## src/rtl/tx_clkgen_pkg.sv

```systemverilog
package tx_clkgen_pkg;
  localparam int CFG_W      = 32;
  localparam int HF_DIV_W   = 12;
  localparam int BK_DIV_W   = 5;
  localparam logic [1:0] A_HF  = 2'd0;
  localparam logic [1:0] A_BK  = 2'd1;
  localparam logic [1:0] A_DIR = 2'd2;
  localparam int HF_MODE_B  = 15;
  localparam int HF_POL_B   = 14;
  localparam int BK_MODE_B  = 5;
  localparam int BK_POL_B   = 7;
  localparam int DIR_HF_B   = 27;
  localparam int DIR_BK_B   = 26;
endpackage

```

## src/rtl/clkdiv_stage.sv

```systemverilog
module clkdiv_stage #(
  parameter int W = 12
) (
  input  logic         clk,
  input  logic         rst,
  input  logic         src_tick,
  input  logic [W-1:0] ratio_m1,
  output logic         lvl,
  output logic         rise_stb,
  output logic         fall_stb
);
  logic [W-1:0] cnt, act;
  logic [W:0]   hi_len, nxt;
  logic         term;

  assign hi_len = ({1'b0, act} + (W+1)'(2)) >> 1;
  assign nxt    = {1'b0, cnt} + (W+1)'(1);
  assign term   = (cnt == act);

  always_ff @(posedge clk) begin
    if (rst) begin
      cnt      <= '0;
      act      <= '0;
      lvl      <= 1'b0;
      rise_stb <= 1'b0;
      fall_stb <= 1'b0;
    end else begin
      rise_stb <= 1'b0;
      fall_stb <= 1'b0;
      if (src_tick) begin
        if (term) begin
          cnt      <= '0;
          act      <= ratio_m1;
          lvl      <= 1'b1;
          rise_stb <= 1'b1;
          fall_stb <= (act == '0);
        end else begin
          cnt <= cnt + W'(1);
          if (nxt == hi_len) begin
            lvl      <= 1'b0;
            fall_stb <= 1'b1;
          end
        end
      end
    end
  end


  act_hold_chk: assert property (@(posedge clk) disable iff (rst)
    !(src_tick && term) |=> $stable(act));


  idle_hold_chk: assert property (@(posedge clk) disable iff (rst)
    !src_tick |=> ($stable(cnt) && $stable(lvl)));


  fall_low_chk: assert property (@(posedge clk) disable iff (rst)
    (fall_stb && !rise_stb) |-> !lvl);
endmodule

```

## src/rtl/clk_src_sel.sv

```systemverilog
module clk_src_sel (
  input  logic clk,
  input  logic rst,
  input  logic use_int,
  input  logic invert,
  input  logic int_lvl,
  input  logic int_rise,
  input  logic int_fall,
  input  logic pin_in,
  output logic lvl_o,
  output logic stb_o
);
  logic s1, s2, s3;
  logic raw_lvl, raw_rise, raw_fall;

  always_comb begin
    raw_lvl  = use_int ? int_lvl  : s2;
    raw_rise = use_int ? int_rise : (s2 & ~s3);
    raw_fall = use_int ? int_fall : (~s2 & s3);
  end

  always_ff @(posedge clk) begin
    if (rst) begin
      s1    <= 1'b0;
      s2    <= 1'b0;
      s3    <= 1'b0;
      lvl_o <= 1'b0;
      stb_o <= 1'b0;
    end else begin
      s1    <= pin_in;
      s2    <= s1;
      s3    <= s2;
      lvl_o <= raw_lvl ^ invert;
      stb_o <= invert ? raw_fall : raw_rise;
    end
  end


  ext_stb_chk: assert property (@(posedge clk) disable iff (rst)
    (!use_int && stb_o) |=> !stb_o || $past(use_int));
endmodule

```

## src/rtl/tx_clkgen.sv

```systemverilog
module tx_clkgen
  import tx_clkgen_pkg::*;
(
  input  logic             clk,
  input  logic             rst,
  input  logic             cfg_we,
  input  logic [1:0]       cfg_addr,
  input  logic [CFG_W-1:0] cfg_wdata,
  input  logic             hf_pin_in,
  input  logic             bclk_pin_in,
  output logic             hf_clk_o,
  output logic             hf_stb,
  output logic             hf_oe,
  output logic             bclk_o,
  output logic             shift_stb,
  output logic             bclk_oe
);
  logic                hf_mode, hf_pol, bk_mode, bk_pol;
  logic [HF_DIV_W-1:0] hf_div;
  logic [BK_DIV_W-1:0] bk_div;
  logic                hd_lvl, hd_rise, hd_fall;
  logic                bd_lvl, bd_rise, bd_fall;
  logic                cfg_unused;

  assign cfg_unused = ^cfg_wdata;

  always_ff @(posedge clk) begin
    if (rst) begin
      hf_mode <= 1'b0;
      hf_pol  <= 1'b0;
      hf_div  <= '0;
      bk_mode <= 1'b0;
      bk_pol  <= 1'b0;
      bk_div  <= '0;
      hf_oe   <= 1'b0;
      bclk_oe <= 1'b0;
    end else if (cfg_we) begin
      case (cfg_addr)
        A_HF: begin
          hf_mode <= cfg_wdata[HF_MODE_B];
          hf_pol  <= cfg_wdata[HF_POL_B];
          hf_div  <= cfg_wdata[HF_DIV_W-1:0];
        end
        A_BK: begin
          bk_mode <= cfg_wdata[BK_MODE_B];
          bk_pol  <= cfg_wdata[BK_POL_B];
          bk_div  <= cfg_wdata[BK_DIV_W-1:0];
        end
        A_DIR: begin
          hf_oe   <= cfg_wdata[DIR_HF_B];
          bclk_oe <= cfg_wdata[DIR_BK_B];
        end
        default: ;
      endcase
    end
  end

  clkdiv_stage #(.W(HF_DIV_W)) u_hf_div (
    .clk(clk), .rst(rst), .src_tick(1'b1), .ratio_m1(hf_div),
    .lvl(hd_lvl), .rise_stb(hd_rise), .fall_stb(hd_fall)
  );

  clk_src_sel u_hf_sel (
    .clk(clk), .rst(rst), .use_int(hf_mode), .invert(hf_pol),
    .int_lvl(hd_lvl), .int_rise(hd_rise), .int_fall(hd_fall),
    .pin_in(hf_pin_in), .lvl_o(hf_clk_o), .stb_o(hf_stb)
  );

  clkdiv_stage #(.W(BK_DIV_W)) u_bk_div (
    .clk(clk), .rst(rst), .src_tick(hf_stb), .ratio_m1(bk_div),
    .lvl(bd_lvl), .rise_stb(bd_rise), .fall_stb(bd_fall)
  );

  clk_src_sel u_bk_sel (
    .clk(clk), .rst(rst), .use_int(bk_mode), .invert(bk_pol),
    .int_lvl(bd_lvl), .int_rise(bd_rise), .int_fall(bd_fall),
    .pin_in(bclk_pin_in), .lvl_o(bclk_o), .stb_o(shift_stb)
  );


  dir_hf_chk: assert property (@(posedge clk) disable iff (rst)
    (cfg_we && cfg_addr == A_DIR) |=> (hf_oe == $past(cfg_wdata[DIR_HF_B])));


  dir_bk_chk: assert property (@(posedge clk) disable iff (rst)
    (cfg_we && cfg_addr == A_DIR) |=> (bclk_oe == $past(cfg_wdata[DIR_BK_B])));
endmodule

```

## config.mk

```make
export PLATFORM = sky130hd
export DESIGN_NAME = tx_clkgen
export DESIGN_NICKNAME = d
export VERILOG_FILES = /design/src/rtl/tx_clkgen_pkg.sv /design/src/rtl/clkdiv_stage.sv /design/src/rtl/clk_src_sel.sv /design/src/rtl/tx_clkgen.sv
export SDC_FILE = /design/constraint.sdc
export NUM_CORES = 1
export LEC_CHECK = 0
export CAP_MARGIN = 20
export CORE_MARGIN = 3
export CORE_UTILIZATION = 55
export CTS_BUF_LIST = sky130_fd_sc_hd__clkbuf_16
export CTS_CLUSTER_SIZE = 8
export DETAILED_ROUTE_END_ITERATION = 10
export GPL_ROUTABILITY_DRIVEN = 0
export PLACE_DENSITY = 0.79
export SYNTH_ARGS = -nofsm -noshare
export SYNTH_HDL_FRONTEND = slang
export SYNTH_SLANG_ARGS = --single-unit
```

## constraint.sdc

```tcl
create_clock -name clk -period 6.45 [get_ports clk]
set_input_delay 0.645 -clock clk [delete_from_list [all_inputs] [get_ports clk]]
set_output_delay 0.645 -clock clk [all_outputs]
set_load 0.02 [all_outputs]
```

==> results of run 1 <==
[worst max path at each step]
| stage | from | end | cells after the start |
|---|---|---|---|
| finish | u_hf_div.act[3] | u_hf_div.lvl | 7 |
| CTS | u_hf_div.act[3] | u_hf_div.lvl | 7 |
| detailed placement | u_hf_div.act[3] | u_hf_div.lvl | 7 |
| global placement | u_hf_div.cnt[0] | u_hf_div.lvl | 8 |
| floorplan | u_hf_div.cnt[2] | u_hf_div.lvl | 8 |
| global route | u_hf_div.cnt[0] | u_hf_div.lvl | 8 |
[power by group through the flow]
| stage | sequential [uW] | clock (uW) | combinational [uW] |
|---|---|---|---|
| 6_report | 507 | 488 | 228 |
| 3_3_place_gp | 515 | 0 | 223 |
| 3_5_place_dp | 516 | 0 | 227 |
| 5_1_grt | 511 | 515 | 251 |
| 4_1_cts | 506 | 497 | 229 |
| 2_1_floorplan | 502 | 0 | 178 |
[per-layer routing]
metal	routed length [um]	share of wire [%]	up-vias
met5	0	0	-
li1	-	-	1400
met3	293	4.1	16
met2	3440	49	55
met4	149	2.1	0
met1	3190	45	1313
[layout by cell type, fill, tap and decap left out, drive strengths merged, types with 9 or more instances in the layout]
cell type / n
dfxtp: 73
nor2: 51
nand2: 39
xnor2: 34
mux2i: 29
clkdlybuf4s50: 27
a21oi: 22
nand3: 17
xor2: 14
inv: 11
nor3: 10
clkbuf: 9
nand4: 9
[sequential cells by signal, summed over array words and instances, names as in the netlist, 5 cells and up]
| register | cells |
|---|---|
| u_hf_div.cnt | 12 |
| u_hf_div.act | 12 |
| u_bk_div.cnt | 5 |
| bk_div | 5 |
| u_bk_div.act | 5 |
| hf_div | 12 |
[critical path, stage by stage, from the launching register on]
cell and delay (ns):
dfxtp_1 0.51, nand4_1 0.33, nor3_4 0.34, or4b_1 0.45, a211o_1 0.31, o211ai_2 0.07
nand4b_1 0.17, a31o_1 0.25
[per-stage QoR]
step,hold slack [ns],area (um2),worst slack [ns],power (uW)
CTS,0.434,4050,3.93,1230
floorplan,0.414,3480,4.23,680
global placement,0.419,3750,3.96,738
detailed placement,0.421,3750,3.96,743
global route,0.457,4050,3.67,1280
finish,0.433,4050,3.91,1220
[cell families (layout without fill, tap and decap cells)]
kind of cell	after synthesis	in the layout	synth area share [%]
AO/OA/AOI/OAI	47	47	8.56
flip-flops	73	73	42.0
multiplexers	30	30	8.66
adder cells (fa/ha/maj)	4	4	1.44
AND/OR/NAND/NOR	161	161	23.0
buffers and inverters	36	55	4.31
XOR/XNOR	48	48	12.1
[cell type report]
type | instances | area (um2)
multi-input combinational | 290 | 1880
fill | 505 | 1980
tap | 75 | 93.8
sequential | 73 | 1460
clock buffer | 9 | 225
timing repair buffer | 29 | 283
inverter | 10 | 37.5
clock inverter | 7 | 68.8
==> impl_metrics.yaml, run 1 <==
hold_path:
  min_to: "u_hf_sel.s2"
  hp-start: "u_hf_sel.s1"
  min_path_cells: 1
  hold_path_class: "reg -> reg"
sta:
  fin_worst_skew_ns: 0.00517
  final.setup.tns_ns: 0
  max_freq_mhz: 393
  slew-limit-headroom_pct: 33.3
  setup_viol: 0
  slew_violations: 0
  hold_viol_final: 0
  rsz0062_at_grt: "no"
  period_needed_ns: 2.54
  fin_crit_sh_pct: 39.5
  worst-slew-pin-transition_ns: 1.00
cells_and_area:
  num-nets-final: 456
  final_cell_count_no_fill: 493
  post-route-util_pct: 67.2
  final_layout_size_suffix_gt1_share_pct: 6.46
  area_delta_synth_final_pct: 16.3
  n_antenna_cell: 0
global_routing:
  gr-usage-met2_pct: 33.6
  antenna_found_initial: 0
  grt_pass1_vias: 2661
  use_met1_pct: 26.1
  grt_pass1_wl_um: 12100
  grt_overflow: 0
  grtUsageMet3_pct: 4.71
  grt_usage_pct: 20.7
  top_usage_layer: "met2"
  grt_max_degree: 61
route:
  drtIter0Drc: 173
  vias_per_cell: 5.65
  wl_per_cell_um: 14.4
  drcViolationCount: 0
  drtPass1Iterations: 4
  route.vias.total: 2784
  ant_nets: 0
  routed_wirelength_um: 7080
yosys:
  synthTopCellsByArea: "dfxtp_1 (42%), xnor2_1 (8.6%), mux2i_1 (8.3%)"
  synthTopCellsByCount: "dfxtp_1 (73), nor2_1 (51), nand2_1 (39)"
  synth_top_area_share_pct: 42.0
  yosysSeqAreaShare_pct: 42.0
  synthesis.area_um2: 3480
  yosys_warnings: 0
  synth_edf_count: 0
  ys.flop_type: "dfxtp_1"
  ys_seq_elements: 73
  syn_inst: 399
  async_flop_share_pct: 0
  synth_cell_types: 44
  synth_nets: 442
  avgSynthCellArea_um2: 8.72
  synth.largest_area_cell: "dfxtp_1"
  synth.most_common_cell: "dfxtp_1"
setup_path:
  regToRegStartpoint: "u_hf_div.act[3]"
  start_kind: "register"
  required_ns: 6.67
  cp.arrival_ns: 2.76
  r2r_setup_slack_ns: 3.91
  end_kind: "register"
  crit_type: "reg -> reg"
  regToRegEndpoint: "u_hf_div.lvl"
  r2r_cells: 7
  cp_max_fo: 8
floorplan:
  die-width_um: 85.6
  die_height_um: 85.6
  design.core.area_um2: 6030
  dieArea_um2: 7320
  num_rows: 28
  ioPinCount: 45
  start_util_pct: 57.8
clock_network:
  postCtsSetupRepairBufs: 0
  cts.sinks: 73
  cts_made_buffers: 9
  cts.path.max_buffers: 2
  clk_latency_ns: 0.33
  clkSlewWorstSetupHoldPaths_ns: 0.06
  h-tree-depth: 3
  clockRootBuffer: "clkbuf_16"
  tritoncts: "yes"
  ctsResizeCount: 0
  ctsHoldBuffers: 0
pwr:
  powerDensity_nw_per_um2: 302
  vdd_drop_max_v: 0.000218
  power_frac_comb_pct: 18.6
  leakagePower_uw: 0.00159
  p_clk_share_pct: 39.9
  p_int_uw: 886
  p_sw_share_pct: 27.5
  p_sw_uw: 336
  pwr-share-seq_pct: 41.4
place:
  placed_cells: 477
  dpl.hpwl_um: 4850
  portBuffers: 28
run:
  drv_cap: 0
run_status:
  status: "finished clean"
No activity file was read; power rests on OpenSTA's default activity.
==> inputs of run 2 (changes only) <==
--- a/config.mk
+++ b/config.mk
@@ -7,12 +7,12 @@
 export LEC_CHECK = 0
 export CAP_MARGIN = 20
 export CORE_MARGIN = 3
-export CORE_UTILIZATION = 55
+export CORE_UTILIZATION = 50
 export CTS_BUF_LIST = sky130_fd_sc_hd__clkbuf_16
 export CTS_CLUSTER_SIZE = 8
 export DETAILED_ROUTE_END_ITERATION = 10
 export GPL_ROUTABILITY_DRIVEN = 0
-export PLACE_DENSITY = 0.79
+export PLACE_DENSITY = 0.76
 export SYNTH_ARGS = -nofsm -noshare
 export SYNTH_HDL_FRONTEND = slang
 export SYNTH_SLANG_ARGS = --single-unit
==> constraint.sdc (replaced) <==
create_clock -name clk -period 2.1 [get_ports clk]
set_input_delay 0.21 -clock clk [delete_from_list [all_inputs] [get_ports clk]]
set_output_delay 0.21 -clock clk [all_outputs]
set_load 0.02 [all_outputs]
==> run 2 against run 1 <==
Net effect:
- the flow now finishes with violations (setup timing)
- non-clock buffer count grew 52
- utilization up 3.7 points
- worst setup slack got worse by 4.0 ns
- critical path depth increased by 2
- combinational power rose to 4.2 times the previous value
- routed wire length rose by 13%
- global-route usage up 1.1 points
- flip-flop and latch count unchanged
- critical path type unchanged
- critical endpoint unchanged
- largest cell class unchanged
- largest power group is now the clock network
==> impl_metrics.yaml, run 2 (same netlist as run 1, synthesis figures left out) <==
global_routing:
  grt_pass1_wl_um: 13300
  grt_pass1_vias: 2851
  antenna_found_initial: 0
  grt_usage_pct: 21.8
  grt_max_degree: 45
  grt_overflow: 0
clock_network:
  ctsHoldBuffers: 0
  cts.path.max_buffers: 2
  cts.sinks: 73
  tritoncts: "yes"
  clk_latency_ns: 0.34
  clkSlewWorstSetupHoldPaths_ns: 0.06
  clockRootBuffer: "clkbuf_16"
  cts_made_buffers: 9
  h-tree-depth: 3
sta:
  slew_violations: 0
  slew-limit-headroom_pct: 62.4
  period_needed_ns: 2.17
  hold_viol_final: 0
  layout_setup_ws_ns: -0.0710
  fin_crit_sh_pct: 103
  fin_worst_skew_ns: 0.00738
  max_freq_mhz: 461
  setup_viol: 2
  worst-slew-pin-transition_ns: 0.559
  rsz0062_at_grt: "yes"
cells_and_area:
  area_delta_synth_final_pct: 33.0
  mostFrequentLayoutCell: "dfxtp_1"
  multi_input_area_um2: 2020
  design_area_um2: 4630
  n_antenna_cell: 0
  largest_registers: "hf_div: 12 flops, u_hf_div.act: 12 flops, u_hf_div.cnt: 12 flops"
  final_layout_size_suffix_gt1_share_pct: 21.5
  fill_cells: 485
  seqCellArea_um2: 1480
  num-nets-final: 508
  final_cell_mix: "dfxtp_1 (65), nor2_1 (51), buf_4 (49), nand2_1 (39), xnor2_1 (32)"
pwr:
  leakagePower_uw: 0.00189
  powerDensity_nw_per_um2: 883
  vdd_drop_max_v: 0.000744
  total_power_uw: 4090
floorplan:
  ioPinCount: 45
  die_height_um: 89.4
  num_rows: 29
  dieArea_um2: 8000
  design.core.area_um2: 6530
  die-width_um: 89.4
  start_util_pct: 53.3
route:
  drtIter0Drc: 133
  route.vias.total: 2926
  vias_per_cell: 5.35
  drtPass1Iterations: 4
  routed_wirelength_um: 8030
  ant_nets: 0
  drcViolationCount: 0
  wl_per_cell_um: 14.7
setup_path:
  cp_max_fo: 2
  start_kind: "register"
  cp.arrival_ns: 2.40
  end_kind: "register"
  required_ns: 2.33
  crit_type: "reg -> reg"
place:
  placement.cell_area_um2: 4100
  portBuffers: 28
  dpl.hpwl_um: 5400
run_status:
  status: "complete, but fails checks"
  violations: "setup timing"
hold_path:
  hold_path_class: "in -> reg"
run:
  drv_cap: 0
## run 2: changes by cell type in the layout (fill, tap and decap cells not counted), moves of 4 or more
cell     change
dfxtp_2      +6
dfxtp_1      -8
buf_4       +48
buf_6        +4
## run 2: final timing paths
| kind | from | to | slack [ns] | cells after the start |
|---|---|---|---|---|
| setup / recovery | u_hf_div.cnt[1] | u_hf_div.lvl | -0.07 | 9 |
| setup reg to reg | u_hf_div.cnt[1] | u_hf_div.lvl | -0.07 | 9 |
| hold / removal | rst | u_hf_div.act[9] | 0.24 | 2 |
| hold reg to reg | u_bk_sel.s1 | u_bk_sel.s2 | 0.44 | 1 |
## run 2: cell type report
cell class / count / share of cell area (%)
clock buffer: 9 / 4.86
multi-input combinational: 290 / 43.7
tap: 77 / 2.08
timing repair buffer: 81 / 14.9
sequential: 73 / 31.9
inverter: 10 / 0.811
clock inverter: 7 / 1.84
## run 2: stage by stage
step	hold WS (ns)	setup slack, ns	cells	setup TNS [ns]	util (%)
floorplan	0.338	0.00445	399	0	-
global placement	0.420	-0.105	524	-0.128	62.7
detailed placement	0.427	-0.193	524	-0.336	62.7
CTS	0.221	-0.0582	547	-0.0582	69.6
global route	0.251	-0.190	547	-0.378	70.9
finish	0.237	-0.0710	547	-0.0982	70.9
## run 2: worst max-delay path, cell delays in order, from the launching register on
cell	delay (ns)
dfxtp_2	0.33
buf_6	0.11
ha_4	0.17
xor2_4	0.16
xnor2_2	0.15
a2111oi_4	0.35
nor4b_4	0.24
nand4_1	0.12
nand4b_1	0.24
a31o_1	0.20
## run 2: per-layer routing
metal | track usage (%) | share of wire, % | vias to the layer above
li1 | - | - | 1493
met1 | 27.3 | 46 | 1362
met2 | 35.6 | 49 | 58
met3 | 6.64 | 4.2 | 13
met4 | 7.85 | 1.5 | 0
met5 | 0 | 0 | -
## run 2: report_power, final
part | internal, uW | switching (uW) | leakage (uW)
clock | 944 | 638 | 0.000146
combinational | 510 | 455 | 0.00114
sequential | 1480 | 65.5 | 0.000597
total | 2930 | 1160 | 0.00189
## run 2: what timing repair did
action	4_1_cts	5_1_grt
hold endpoints to repair	0	0
setup buffers	8	0
pin swaps	9	4
gates resized for setup	23	12
cloned	0	0
setup endpoints to repair	3	4
==> inputs of run 3 (changes only) <==
--- a/config.mk
+++ b/config.mk
@@ -6,7 +6,7 @@
 export NUM_CORES = 1
 export LEC_CHECK = 0
 export CAP_MARGIN = 20
-export CORE_MARGIN = 3
+export CORE_MARGIN = 4
 export CORE_UTILIZATION = 50
 export CTS_BUF_LIST = sky130_fd_sc_hd__clkbuf_16
 export CTS_CLUSTER_SIZE = 8
==> run 3 against run 2 <==
Net effect:
- the flow still finishes with violations (setup timing)
- cell area shrank 1.2%
- die area grew 4.5%
- register-to-register slack improved by 0.03 ns
- critical path depth is 2 lower
- power decreased by 2.2%
- non-clock buffer count is 4 lower
==> impl_metrics.yaml, run 3 (same netlist as run 1, synthesis figures left out) <==
global_routing:
  grtUsageMet3_pct: 5.14
  grt_usage_pct: 19.3
  antenna_found_initial: 0
  top_usage_layer: "met2"
  grt_pass1_wl_um: 13000
  grt_pass1_vias: 2928
  gr-usage-met2_pct: 33.0
  grt_max_degree: 29
  grt_overflow: 0
  use_met1_pct: 23.3
sta:
  rsz0062_at_grt: "yes"
  slew-limit-headroom_pct: 66.8
  setup_viol: 1
  worst-slew-pin-transition_ns: 0.496
  slew_violations: 0
  hold_viol_final: 0
  fin_worst_skew_ns: 0.00580
  layout_setup_ws_ns: -0.0402
  max_freq_mhz: 467
  whs_ns: 0.255
  fin_crit_sh_pct: 102
  period_needed_ns: 2.14
cells_and_area:
  largest_registers: "hf_div: 12 flops, u_hf_div.act: 12 flops, u_hf_div.cnt: 12 flops"
  fill_cells: 519
  final_layout_size_suffix_gt1_share_pct: 21.2
  mostFrequentLayoutCell: "dfxtp_1"
  final_cell_mix: "dfxtp_1 (63), nor2_1 (51), buf_4 (48), nand2_1 (39), xnor2_1 (33)"
  area_delta_synth_final_pct: 31.5
  final_cell_count_no_fill: 562
  design_area_um2: 4580
  num-nets-final: 504
  n_antenna_cell: 0
route:
  vias_per_cell: 5.26
  routed_wirelength_um: 8060
  wl_per_cell_um: 14.3
  route.vias.total: 2957
  drtIter0Drc: 175
  drtPass1Iterations: 4
  drcViolationCount: 0
  ant_nets: 0
place:
  portBuffers: 28
  placed_cells: 545
  place_worst_setup_slack_ns: -0.0794
  placement.cell_area_um2: 4140
  dpl.hpwl_um: 5470
run_status:
  status: "complete, but fails checks"
  violations: "setup timing"
run:
  drv_cap: 0
clock_network:
  clk_latency_ns: 0.33
  ctsHoldBuffers: 0
  cts_made_buffers: 9
  clkSlewWorstSetupHoldPaths_ns: 0.06
  tritoncts: "yes"
  h-tree-depth: 3
  cts.path.max_buffers: 2
  clockRootBuffer: "clkbuf_16"
  cts.sinks: 73
pwr:
  powerDensity_nw_per_um2: 874
  vdd_drop_max_v: 0.000502
  leakagePower_uw: 0.00186
  total_power_uw: 4000
floorplan:
  die_height_um: 91.4
  ioPinCount: 45
  start_util_pct: 51.2
  die-width_um: 91.4
  design.core.area_um2: 6790
  num_rows: 30
  dieArea_um2: 8360
setup_path:
  required_ns: 2.32
  cp.arrival_ns: 2.36
  crit_path_top_delay_cell: "or4b_1"
  cp_slowest_stage_delay_ns: 0.46
  end_kind: "register"
  cp_max_fo: 5
  path_cells: "nand3_4 -> o31a_1 -> or4b_1 -> a211o_1 -> o211ai_2 -> nand4b_1 -> a31o_1"
  crit_type: "reg -> reg"
  start_kind: "register"
hold_path:
  hold_path_class: "in -> reg"
run 3: cell type report:
type                       instances  area (um2)  area share [%]
clock buffer                       9         225            4.92
sequential                        73        1480            32.4
clock inverter                     7        71.3            1.56
inverter                          10        37.5           0.820
multi-input combinational        290        1990            43.6
timing repair buffer              77         647            14.1
tap                               96         120            2.62
run 3: through the flow:
| stage | util (%) | setup TNS [ns] |
|---|---|---|
| after CTS | 65.6 | -0.0431 |
| final | 67.4 | -0.0402 |
| after detailed placement | 60.9 | -0.0794 |
| after floorplan | - | 0 |
| after global routing | 67.4 | -0.160 |
| after global placement | 60.9 | -0.104 |
run 3: power by group:
part	total, uW	internal [uW]	switching, uW
Combinational	932	468	464
Clock	1520	919	597
Sequential	1550	1480	72.5
Total	4000	2860	1130
run 3: repair_timing:
item                                    CTS  global route
endpoints found under the setup margin    2             4
pin swaps                                 1             8
setup buffers                             0             2
gates resized for setup                   9            22
run 3: critical path, delay by kind of cell, from the launching register on:
kind / cells / cell delay [ns]
AOI/OAI and AO/OA: 4 / 0.91
DFF: 1 / 0.39
and+or+nand+nor: 3 / 0.73
run 3: worst paths after layout:
path	from	end	slack, ns	cells after the start
min reg2reg	u_hf_sel.s1	u_hf_sel.s2	0.45	1
max	u_hf_div.cnt[0]	u_hf_div.lvl	-0.04	7
min	rst	u_bk_sel.lvl_o	0.26	2
max reg2reg	u_hf_div.cnt[0]	u_hf_div.lvl	-0.04	7
run 3: metal layers:
layer / share of wire, % / wire length (um) / vias to the layer above
met5: 0 / 0 / -
li1: - / - / 1482
met3: 4.7 / 379 / 13
met2: 51 / 4080 / 71
met1: 43 / 3470 / 1391
met4: 1.6 / 130 / 0
